==> src/rtl/tri_pwm3_pkg.sv <==
package tri_pwm3_pkg;
  typedef enum logic {
    DIR_UP = 1'b0,
    DIR_DN = 1'b1
  } dir_e;
endpackage

==> src/rtl/tri_pwm3_cnt.sv <==
module tri_pwm3_cnt
  import tri_pwm3_pkg::*;
#(
  parameter int CW = 8
) (
  input  logic          clk,
  input  logic          rst_n,
  input  logic          run_i,
  input  logic          clr_i,
  input  logic [CW-1:0] per_i,
  output logic [CW-1:0] cnt_o,
  output logic          valley_o,
  output logic          peak_o
);
  logic [CW-1:0] cnt_q, cnt_d;
  dir_e          dir_q, dir_d;

  always_comb begin
    cnt_d  = cnt_q;
    dir_d  = dir_q;
    peak_o = 1'b0;
    if (clr_i) begin
      cnt_d = '0;
      dir_d = DIR_UP;
    end else if (run_i) begin
      if (dir_q == DIR_UP) begin
        if (cnt_q >= per_i) begin
          peak_o = 1'b1;
          dir_d  = DIR_DN;
          cnt_d  = cnt_q - 1'b1;
        end else begin
          cnt_d = cnt_q + 1'b1;
        end
      end else if (cnt_q == '0) begin
        dir_d = DIR_UP;
        cnt_d = {{(CW-1){1'b0}}, 1'b1};
      end else begin
        cnt_d = cnt_q - 1'b1;
      end
    end
  end

  always_ff @(posedge clk or negedge rst_n) begin
    if (!rst_n) begin
      cnt_q <= '0;
      dir_q <= DIR_UP;
    end else begin
      cnt_q <= cnt_d;
      dir_q <= dir_d;
    end
  end

  assign cnt_o    = cnt_q;
  assign valley_o = (cnt_q == '0);
endmodule

==> src/rtl/tri_pwm3_phase.sv <==
module tri_pwm3_phase #(
  parameter int CW = 8
) (
  input  logic          clk,
  input  logic          rst_n,
  input  logic          wr_en_i,
  input  logic [CW-1:0] wr_data_i,
  input  logic          load_i,
  input  logic [CW-1:0] cnt_i,
  input  logic [CW-1:0] dt_i,
  input  logic [CW-1:0] per_i,
  output logic          hi_raw_o,
  output logic          lo_raw_o
);
  localparam int EW = CW + 2;

  logic [CW-1:0] buf_q, buf_d, duty_q, duty_d;
  logic [EW-1:0] duty_x, dt_x, cnt_x, per_x;
  logic          hi_en, lo_en;

  always_comb begin
    buf_d  = wr_en_i ? wr_data_i : buf_q;
    duty_d = load_i  ? buf_q     : duty_q;
  end

  always_ff @(posedge clk or negedge rst_n) begin
    if (!rst_n) begin
      buf_q  <= '0;
      duty_q <= '0;
    end else begin
      buf_q  <= buf_d;
      duty_q <= duty_d;
    end
  end

  assign duty_x = {2'b00, duty_q};
  assign dt_x   = {2'b00, dt_i};
  assign cnt_x  = {2'b00, cnt_i};
  assign per_x  = {2'b00, per_i};

  // a side whose window would be narrower than two dead times is held off
  assign hi_en    = (duty_x + (dt_x << 1)) <= per_x;
  assign lo_en    = duty_x >= (dt_x << 1);
  assign hi_raw_o = hi_en && (cnt_x >= (duty_x + dt_x));
  assign lo_raw_o = lo_en && (cnt_x < (duty_x - dt_x));
endmodule

==> src/rtl/tri_pwm3.sv <==
module tri_pwm3 #(
  parameter int CW  = 8,
  parameter int NPH = 3
) (
  input  logic           clk,
  input  logic           rst_n,
  input  logic           run_i,
  input  logic           clr_i,
  input  logic [CW-1:0]  per_i,
  input  logic [CW-1:0]  dt_i,
  input  logic [NPH-1:0] wr_en_i,
  input  logic [CW-1:0]  wr_data_i,
  input  logic           trip_i,
  input  logic           trip_clr_i,
  output logic [NPH-1:0] hi_o,
  output logic [NPH-1:0] lo_o,
  output logic [CW-1:0]  cnt_o,
  output logic           tgl_o,
  output logic           adc_trig_o
);
  logic [1:0]     rst_sync_q;
  logic           rst_s;
  logic           valley, peak;
  logic [NPH-1:0] hi_raw, lo_raw;
  logic           trip_lat_q, trip_lat_d;
  logic           tgl_q, tgl_d, adc_q, adc_d;
  logic           out_off;

  always_ff @(posedge clk or negedge rst_n) begin
    if (!rst_n) rst_sync_q <= 2'b00;
    else        rst_sync_q <= {rst_sync_q[0], 1'b1};
  end
  assign rst_s = rst_sync_q[1];

  tri_pwm3_cnt #(.CW(CW)) u_cnt (
    .clk      (clk),
    .rst_n    (rst_s),
    .run_i    (run_i),
    .clr_i    (clr_i),
    .per_i    (per_i),
    .cnt_o    (cnt_o),
    .valley_o (valley),
    .peak_o   (peak)
  );

  for (genvar p = 0; p < NPH; p++) begin : g_phase
    tri_pwm3_phase #(.CW(CW)) u_phase (
      .clk       (clk),
      .rst_n     (rst_s),
      .wr_en_i   (wr_en_i[p]),
      .wr_data_i (wr_data_i),
      .load_i    (valley),
      .cnt_i     (cnt_o),
      .dt_i      (dt_i),
      .per_i     (per_i),
      .hi_raw_o  (hi_raw[p]),
      .lo_raw_o  (lo_raw[p])
    );
  end

  always_comb begin
    trip_lat_d = trip_lat_q;
    if (trip_i)          trip_lat_d = 1'b1;
    else if (trip_clr_i) trip_lat_d = 1'b0;
    tgl_d = tgl_q ^ peak;
    adc_d = peak;
  end

  always_ff @(posedge clk or negedge rst_s) begin
    if (!rst_s) begin
      trip_lat_q <= 1'b0;
      tgl_q      <= 1'b0;
      adc_q      <= 1'b0;
    end else begin
      trip_lat_q <= trip_lat_d;
      tgl_q      <= tgl_d;
      adc_q      <= adc_d;
    end
  end

  assign out_off    = trip_i | trip_lat_q;
  assign hi_o       = out_off ? '0 : hi_raw;
  assign lo_o       = out_off ? '0 : lo_raw;
  assign tgl_o      = tgl_q;
  assign adc_trig_o = adc_q;
endmodule

==> config.mk <==
export PLATFORM = sky130hd
export DESIGN_NAME = tri_pwm3
export DESIGN_NICKNAME = d
export VERILOG_FILES = /design/src/rtl/tri_pwm3_pkg.sv /design/src/rtl/tri_pwm3_cnt.sv /design/src/rtl/tri_pwm3_phase.sv /design/src/rtl/tri_pwm3.sv
export SDC_FILE = /design/constraint.sdc
export NUM_CORES = 1
export LEC_CHECK = 0
export BUFFER_PORTS_ARGS = -buffer_cell sky130_fd_sc_hd__buf_2
export CAP_MARGIN = 10
export CORE_ASPECT_RATIO = 1.25
export CORE_MARGIN = 4
export CORE_UTILIZATION = 50
export DETAILED_ROUTE_END_ITERATION = 10
export HOLD_SLACK_MARGIN = 0.05
export PLACE_DENSITY = 0.81
export SYNTH_ARGS = -nofsm -noshare
export SYNTH_HDL_FRONTEND = slang
export SYNTH_SLANG_ARGS = --single-unit
export TNS_END_PERCENT = 50
==> constraint.sdc <==
create_clock -name clk -period 4.5 [get_ports clk]
set_clock_uncertainty 0.05 [all_clocks]
set_input_delay 0.9 -clock clk [delete_from_list [all_inputs] [get_ports clk]]
set_output_delay 0.9 -clock clk [all_outputs]
set_load 0.02 [all_outputs]
* Word level (Yosys, flattened, before mapping)
Cells that the tools add are included.
** Storage, ports and cells
- Output and inout port bits :: 16
- Register bits after elaboration :: 62
- Input bits :: 33
** Cells by class
- Magnitude comparators :: 13
- Add/sub/neg operators :: 11
- Mux-type cells :: 17
- Reductions and logical operators :: 9
- Bitwise operators :: 2
** Operator list (number)
- two-way mux 8 bit :: 5
- adder 8 x 9 -> 10 bit :: 3
- >= comparator 8 x 10 -> 1 bit :: 3
- less-or-equal comparator 10 x 8 -> 1 bit :: 3
- < comparator 8 x 10 -> 1 bit :: 3
- adder 8 x 8 -> 9 bit :: 3
- >= comparator 8 x 9 -> 1 bit :: 3
- subtractor 8 x 8 -> 9 bit :: 3
- two-way mux 1 bit :: 10
- adder 8 x 1 -> 8 bit (second input constant) :: 1
- >= comparator 8 bit :: 1
- logical NOT 8 bit :: 1
- subtractor 8 x 1 -> 8 bit (second input constant) :: 1
- logical AND 1 bit :: 6
- two-way mux 3 bit :: 2
- nonzero test 2 bit :: 2
- OR 1 bit :: 1
- bitwise XOR 1 bit :: 1

* Longest topological paths before layout
Gate-level depths: netlist of run 1.
- Word-level depth :: 6
- Gate-level depth with buffers :: 15

* Hierarchy
Synthesis of run 1 repeated with hierarchy kept, for this count alone.
** Second synthesis, totals
- Cell total of the unflattened synthesis :: 882
- Area, all modules :: 7866.3 um2
** By module, submodules not included
- tri_pwm3_phase at g_phase[2].u_phase :: cells an instance 256, times used 1, area an instance 2282.2 um2, sequential area each 400.4 um2
- tri_pwm3_phase at g_phase[0].u_phase :: cells an instance 255, times used 1, area an instance 2223.4 um2, sequential area each 400.4 um2
- tri_pwm3_phase at g_phase[1].u_phase :: cells an instance 236, times used 1, area an instance 2204.6 um2, sequential area each 400.4 um2
- tri_pwm3_cnt :: cells an instance 119, times used 1, area an instance 962.2 um2, sequential area each 225.2 um2
- tri_pwm3 :: cells an instance 16, times used 1, area an instance 193.9 um2, sequential area each 125.1 um2

* Least setup slack after synthesis of run 1
OpenSTA, ideal clock, no wires.
- Path type :: input port to output port
- From :: input dt_i[1]
- To :: output hi_o[1]
- Path slack :: -507 ps
- Arrival time :: 4057 ps
- Stages on the path :: 14
- Required time :: 3550 ps
- Path buffers :: 0
- Cell sequence :: inv_1 > fa_1 > o21bai_1 > a21oi_1 > nor2_1 > nor2_1 > o21bai_1 > xnor2_1 > ha_1 > a211oi_1 > o21ai_0 > a21oi_1 > o21ai_1 > a2111oi_0
** Between the ends
- Cells in the longest elaborated chain, start to end :: 4
- Elaborated cells on any way between the ends :: 6
- Classes of those cells :: 2 x add/sub; 2 x order compare; 1 x mux; 1 x reduce/logical
** Ends and longest elaborated chain
- start: declaration :: RTL line tri_pwm3.sv:10 : input logic [CW-1:0] dt_i,
- adder 8 x 9 -> 10 bit / adder 8 x 8 -> 9 bit (equally long branches) :: RTL line tri_pwm3_phase.sv:42, tri_pwm3_phase.sv:44
- less-or-equal comparator 10 x 8 -> 1 bit / >= comparator 8 x 10 -> 1 bit (equally long branches) :: RTL line tri_pwm3_phase.sv:42, tri_pwm3_phase.sv:44
- logical AND 1 bit * :: RTL line tri_pwm3_phase.sv:44 : assign hi_raw_o = hi_en && (cnt_x >= (duty_x + dt_x));
- two-way mux 3 bit * :: RTL line tri_pwm3.sv:82 : assign hi_o = out_off ? '0 : hi_raw;
- end: declaration :: RTL line tri_pwm3.sv:15 : output logic [NPH-1:0] hi_o,
Mark *: on every way between the ends. The rest lies on a longest branch, timed or not.

* Worst setup path after layout of run 1
- From :: input dt_i[1]
- To :: output hi_o[0]
The elaborated chain is that of the path after synthesis.

==> flow_summary.json, run 1 <==
{
  "status": "complete, but fails checks",
  "failed_checks": "negative setup slack",
  "power_density_nw_per_um2": 460,
  "routabilityCongestion": 0.982,
  "setup_ws_ns": -0.328,
  "nFillCells": 1152,
  "timing.fmax_mhz": 207,
  "setup_viol": 6,
  "ctsHoldBuffers": 0,
  "ys.flop_type": "dfrtp_1",
  "synth_area_leaders": "ha_1 29%, dfrtp_1 21%, a21oi_1 4.2%, mux2_2 4.1%, inv_1 4.0%",
  "slew_headroom": 0.477,
  "async_flop_share": 1.00,
  "tightestPinTransition_ns": 0.785,
  "die-area_sq_um": 16700,
  "synth.avg_cell_area_sq_um": 9.10,
  "worstHoldPathType": "in2async",
  "end_kind": "primary output",
  "rows": 49,
  "via_count": 6731,
  "ys_ff_latch": 62,
  "drc": 0,
  "synth.cell_area_sq_um": 7340,
  "wl_per_cell_um": 19.1,
  "dpl.hpwl_um": 16700,
  "fp.dieW_um": 116,
  "pin_count": 49,
  "cts_buffer_depth": 2,
  "drt_iter0_drc": 319,
  "crit_arrival_ns": 3.88,
  "drtAntennaViolNets": 0,
  "ir_worst_vdd_uv": 352,
  "grt_busiest_layer": "met2",
  "clkSinkCount": 62,
  "rsz0062_at_grt": "yes",
  "grt_pass1_vias": 6867,
  "fin_area_sq_um": 9110,
  "antenna_found_initial": 0,
  "grt_overflow": 0,
  "synth_top_area_share": 0.295,
  "cts_buffers": 9,
  "synth-edff-count": 0,
  "grt_pass1_wl_um": 34400,
  "cp-start-kind": "input pin",
  "required_ns": 3.55,
  "grt_max_degree": 61,
  "drt_pass1_iterations": 5,
  "clk_pin_slew_ns": 0.05,
  "fp.dieH_um": 143,
  "synth_cell_types": 59,
  "io_buffers": 48,
  "cp_max_fo": 3,
  "pre_cts_ws_ns": -0.673,
  "core_area_sq_um": 14400,
  "n_antenna_cell": 0,
  "syn-instance-count": 807,
  "use_met1": 0.306,
  "routed_via_density": 5.94,
  "synth_top_cell_by_area": "ha_1",
  "h-tree-depth": 3,
  "root_buffer": "clkbuf_16",
  "nets": 1166,
  "start_util": 0.510,
  "yosysSeqAreaShare": 0.211,
  "worst_hold_slack_ns": 0.286,
  "met2_usage": 0.469,
  "clk_latency_ns": 0.34,
  "synth_warnings": 0,
  "maxSlewViolCount": 0,
  "drv_cap": 0,
  "min_period_ns": 4.83,
  "fin_crit_sh": 1.07,
  "grt_use_total": 0.266,
  "p_leak_nw": 4.52,
  "placed_cell_area_sq_um": 8430,
  "post_route_cells_drive_above_1_share": 0.255,
  "area_growth_pct": 24.1,
  "hold_viol": 0,
  "wl_um": 21600,
  "syn_nets": 1022,
  "tritoncts": "yes",
  "critical_path_class": "in2out",
  "met3_usage": 0.0371
}
[path summary, 6_finish.rpt]
path	start	end	slack [ns]	cells past startpoint
worst min-delay path	rst_n	rst_sync_q[0]	0.29	1
worst min register to register	rst_sync_q[0]	rst_sync_q[1]	0.30	0
min in group clk	rst_sync_q[0]	rst_sync_q[1]	0.30	0
max in group asynchronous	rst_sync_q[1]	g_phase[2].u_phase.duty_q[4]	3.52	1
worst max-delay path	dt_i[1]	hi_o[0]	-0.33	16
worst max register to register	u_cnt.cnt_o[5]	u_cnt.cnt_o[7]	1.60	7
[timing repair]
item,4_1_cts,5_1_grt
endpoints found under the setup margin,6,6
setup buffers,7,3
pin swaps,32,20
resized for setup,50,32
[layout by cell type (no fill, tap or decap), types with 8 or more instances in the layout]
cell type,count
a21o_1,14
a21oi_1,51
a21oi_2,10
buf_2,42
buf_4,96
clkbuf_16,9
dfrtp_1,61
ha_1,166
inv_1,76
mux2_1,12
mux2_2,27
nand2_1,32
nand2b_1,26
nand3_1,8
nand4_1,9
nor2_1,42
nor2b_1,14
nor3_1,16
o21a_1,11
o21ai_0,24
o21ai_1,27
or3_1,10
xnor2_1,27
xor2_1,20
[power by group]
| group | internal, mW | total (mW) | switching [mW] |
|---|---|---|---|
| clock network | 0.390 | 0.671 | 0.281 |
| registers | 0.653 | 0.814 | 0.160 |
| logic | 1.31 | 2.71 | 1.39 |
| total | 2.36 | 4.19 | 1.84 |
[synthesized netlist by cell type, types with 2 or more instances]
cell,count
a2111oi_0,5
a211o_1,2
a211oi_1,7
a21o_1,14
a21oi_1,61
a221oi_1,6
a2bb2oi_1,2
a31oi_1,4
and3_1,2
buf_2,3
clkbuf_1,9
dfrtp_1,62
fa_1,9
ha_1,173
inv_1,79
mux2_1,12
mux2_2,27
mux2i_1,6
nand2_1,32
nand2b_1,26
nand3_1,8
nand4_1,9
nor2_1,43
nor2b_1,15
nor3_1,16
nor4_1,4
o211ai_1,5
o21a_1,11
o21ai_0,36
o21ai_1,22
o21bai_1,8
o22ai_1,2
o31ai_1,2
o41ai_1,2
or2_2,2
or3_1,10
or4_1,4
xnor2_1,27
xor2_1,20
[critical path, stage by stage]
cell and delay (ns):
buf_6 0.08, clkinvlp_4 0.11, fa_2 0.46, o21bai_4 0.14, a21oi_2 0.08, o21bai_1 0.16, a21oi_1 0.11, xor2_1 0.18
ha_1 0.33, a2111oi_4 0.33, o211a_1 0.22, a211oi_2 0.05, nor4_1 0.24, buf_4 0.16, o221a_1 0.19, buf_6 0.12
[state kept, by name (all words and copies together), names as in the netlist]
| register | cells |
|---|---|
| adc_trig_o | 1 |
| g_phase.u_phase.buf_q | 24 |
| g_phase.u_phase.duty_q | 24 |
| rst_sync_q | 2 |
| tgl_o | 1 |
| trip_lat_q | 1 |
| u_cnt.cnt_o | 8 |
| u_cnt.dir_q | 1 |
[cell type report]
| class | count | area [sq um] | area share |
|---|---|---|---|
| flip-flops and latches | 62 | 1550 | 0.170 |
| well taps | 178 | 223 | 0.0244 |
| inverters | 79 | 300 | 0.0329 |
| clock inverters | 6 | 46.3 | 0.00508 |
| repair buffers | 146 | 1040 | 0.114 |
| clock buffers | 10 | 239 | 0.0262 |
| multi-input cells | 653 | 5720 | 0.627 |
[through the flow]
| step | setup TNS, ns | util | power [mW] | instances |
|---|---|---|---|---|
| after floorplan | -0.294 | - | 2.41 | 807 |
| after CTS | -1.31 | 0.622 | 4.05 | 1131 |
| after detailed placement | -2.34 | 0.585 | 3.22 | 1108 |
| after global placement | -1.99 | 0.585 | 3.12 | 1108 |
| final | -1.24 | 0.633 | 4.19 | 1134 |
| after global routing | -2.03 | 0.633 | 4.53 | 1134 |
[metal layers]
metal / wire [um] / up-vias
li1: - / 3178
met1: 8320 / 3201
met2: 10600 / 248
met3: 1230 / 104
met4: 1460 / 0
met5: 0 / -
[logic make-up after synthesis]
family / synth area share
fa+ha+maj: 0.319
buf+inv: 0.0475
xor+xnor: 0.0561
compound gates: 0.171
simple gates: 0.127
other cells: 0.000511
flops: 0.211
mux: 0.0680
(Power assumes the default switching activity.)
==> run 2, diff against run 1 <==
- SETUP_SLACK_MARGIN: not set -> 0.1
==> run 2 against run 1 <==
  * The flow still finishes with violations (negative setup slack)
  * Via count shrank 0.59%
  * Setup slack better by 0.098 ns
  * Critical path depth shrank 1
  * Routed wire length is 0.87% lower
  * Die area is the same
  * Clock power rose by 7.2%
  * Flip-flop and latch count unchanged
  * Sequential power about the same
  * Sequential share of layout area decreased by 0.22 points
  * Utilization increased by 0.82 points
  * Power rose by 1.9%
  * Largest power group unchanged
==> flow_summary.json, run 2 (synthesis gave the netlist of run 1 again) <==
{
  "min_period_ns": 4.73,
  "final.setup.tns_ns": -0.853,
  "grt_max_degree": 61,
  "drt_pass1_iterations": 5,
  "required_ns": 3.55,
  "multi_input_area_sq_um": 5800,
  "cts_buffer_depth": 2,
  "grt_overflow": 0,
  "io_buffers": 48,
  "clk_latency_ns": 0.34,
  "drc": 0,
  "drt_iter0_drc": 416,
  "area_growth_pct": 25.7,
  "routed_via_density": 5.93,
  "worstHoldPathType": "in2async",
  "routabilityCongestion": 0.935,
  "wl_um": 21400,
  "clk_pin_slew_ns": 0.06,
  "root_buffer": "clkbuf_16",
  "failed_checks": "negative setup slack",
  "critical_path_class": "in2out",
  "dp.cells": 1101,
  "rsz0062_at_grt": "yes",
  "power_density_nw_per_um2": 463,
  "hold_viol": 0,
  "worst_hold_slack_ns": 0.285,
  "h-tree-depth": 3,
  "tightestPinTransition_ns": 0.745,
  "final-seq-area_sq_um": 1550,
  "nFillCells": 1085,
  "status": "complete, but fails checks",
  "ir_worst_vdd_uv": 262,
  "crit_arrival_ns": 3.78,
  "setup_ws_ns": -0.230,
  "drv_cap": 0,
  "fin_area_sq_um": 9230,
  "grt_pass1_wl_um": 34500,
  "n_antenna_cell": 0,
  "fp.dieW_um": 116,
  "r2r_slack_ns": 1.62,
  "post_route_cells_drive_above_1_share": 0.260,
  "finalNonFillerCells": 1129,
  "cp_max_fo": 3,
  "core_area_sq_um": 14400,
  "p_leak_nw": 4.53,
  "slew_headroom": 0.504,
  "antenna_found_initial": 0,
  "ctsHoldBuffers": 0,
  "clkSinkCount": 62,
  "final_cell_mix": "163 x ha_1, 87 x buf_4, 78 x inv_1",
  "power.total_mw": 4.27,
  "tritoncts": "yes",
  "drtAntennaViolNets": 0,
  "pin_count": 49,
  "rows": 49,
  "nets": 1161,
  "via_count": 6691,
  "timing.fmax_mhz": 211,
  "final_common_cell": "ha_1",
  "grt_pass1_vias": 6936,
  "start_util": 0.510,
  "wl_per_cell_um": 19.0,
  "dpl.hpwl_um": 16500,
  "grt_use_total": 0.266,
  "setup_viol": 6,
  "placed_cell_area_sq_um": 8420,
  "cp-start-kind": "input pin",
  "end_kind": "primary output",
  "die-area_sq_um": 16700,
  "maxSlewViolCount": 0,
  "fin_crit_sh": 1.05,
  "fp.dieH_um": 143,
  "cts_buffers": 9
}
## run 2: cell count changes in the layout (fill, tap and decap cells not counted), moves of 3 or more
| cell | delta |
|---|---|
| a2111oi_2 | -3 |
| buf_4 | -9 |
| a21oi_1 | -3 |
| ha_2 | +4 |
| ha_1 | -3 |
| buf_8 | -4 |
| buf_12 | +5 |
| buf_6 | +4 |
## run 2: area by class of cell
cell class / instances / area share
repair inverters: 1 / 0.000813
inverters: 79 / 0.0325
well taps: 178 / 0.0241
clock inverters: 7 / 0.00881
repair buffers: 140 / 0.113
multi-input cells: 653 / 0.628
flip-flops and latches: 62 / 0.168
clock buffers: 9 / 0.0244
## run 2: final timing paths
path	startpoint	depth (start not counted)	end
setup / recovery	dt_i[1]	15	hi_o[0]
max in group asynchronous	rst_sync_q[1]	1	g_phase[2].u_phase.buf_q[6]
hold / removal	rst_n	1	rst_sync_q[1]
min in group clk	rst_sync_q[0]	0	rst_sync_q[1]
setup reg to reg	u_cnt.cnt_o[6]	7	u_cnt.cnt_o[4]
hold reg to reg	rst_sync_q[0]	0	rst_sync_q[1]
## run 2: critical path, stage by stage
cell        delay (ns)
buf_12            0.08
clkinvlp_4        0.13
fa_2              0.44
o21bai_4          0.12
a21oi_2           0.08
o21bai_1          0.18
a21oi_2           0.09
xor2_1            0.16
ha_1              0.34
a2111oi_4         0.31
o211a_1           0.22
a211oi_2          0.04
nor4_2            0.26
o221a_1           0.28
buf_6             0.14
## run 2: what timing repair did
action                     4_1_cts  5_1_grt
setup buffers                   10        1
gates resized for setup         70       23
setup endpoints to repair        6        6
gates cloned                     1        0
pin swaps                       42       18
## run 2: routing by layer
metal | GRT usage | wire length (um)
met5 | 0 | 0
met4 | 0.148 | 1310
met3 | 0.0366 | 1210
met2 | 0.459 | 10600
met1 | 0.314 | 8300
## run 2: power by group
| part | switching, mW | leakage (nW) | internal (mW) | total, mW |
|---|---|---|---|---|
| Sequential | 0.159 | 0.750 | 0.653 | 0.812 |
| Clock | 0.283 | 0.147 | 0.435 | 0.719 |
| Combinational | 1.42 | 3.64 | 1.32 | 2.74 |
| Total | 1.86 | 4.53 | 2.41 | 4.27 |
## run 2: through the flow
stage | util | setup slack (ns)
global route | 0.641 | -0.341
detailed placement | 0.584 | -0.455
global placement | 0.584 | -0.373
CTS | 0.633 | -0.203
floorplan | - | 0.0194
finish | 0.641 | -0.230
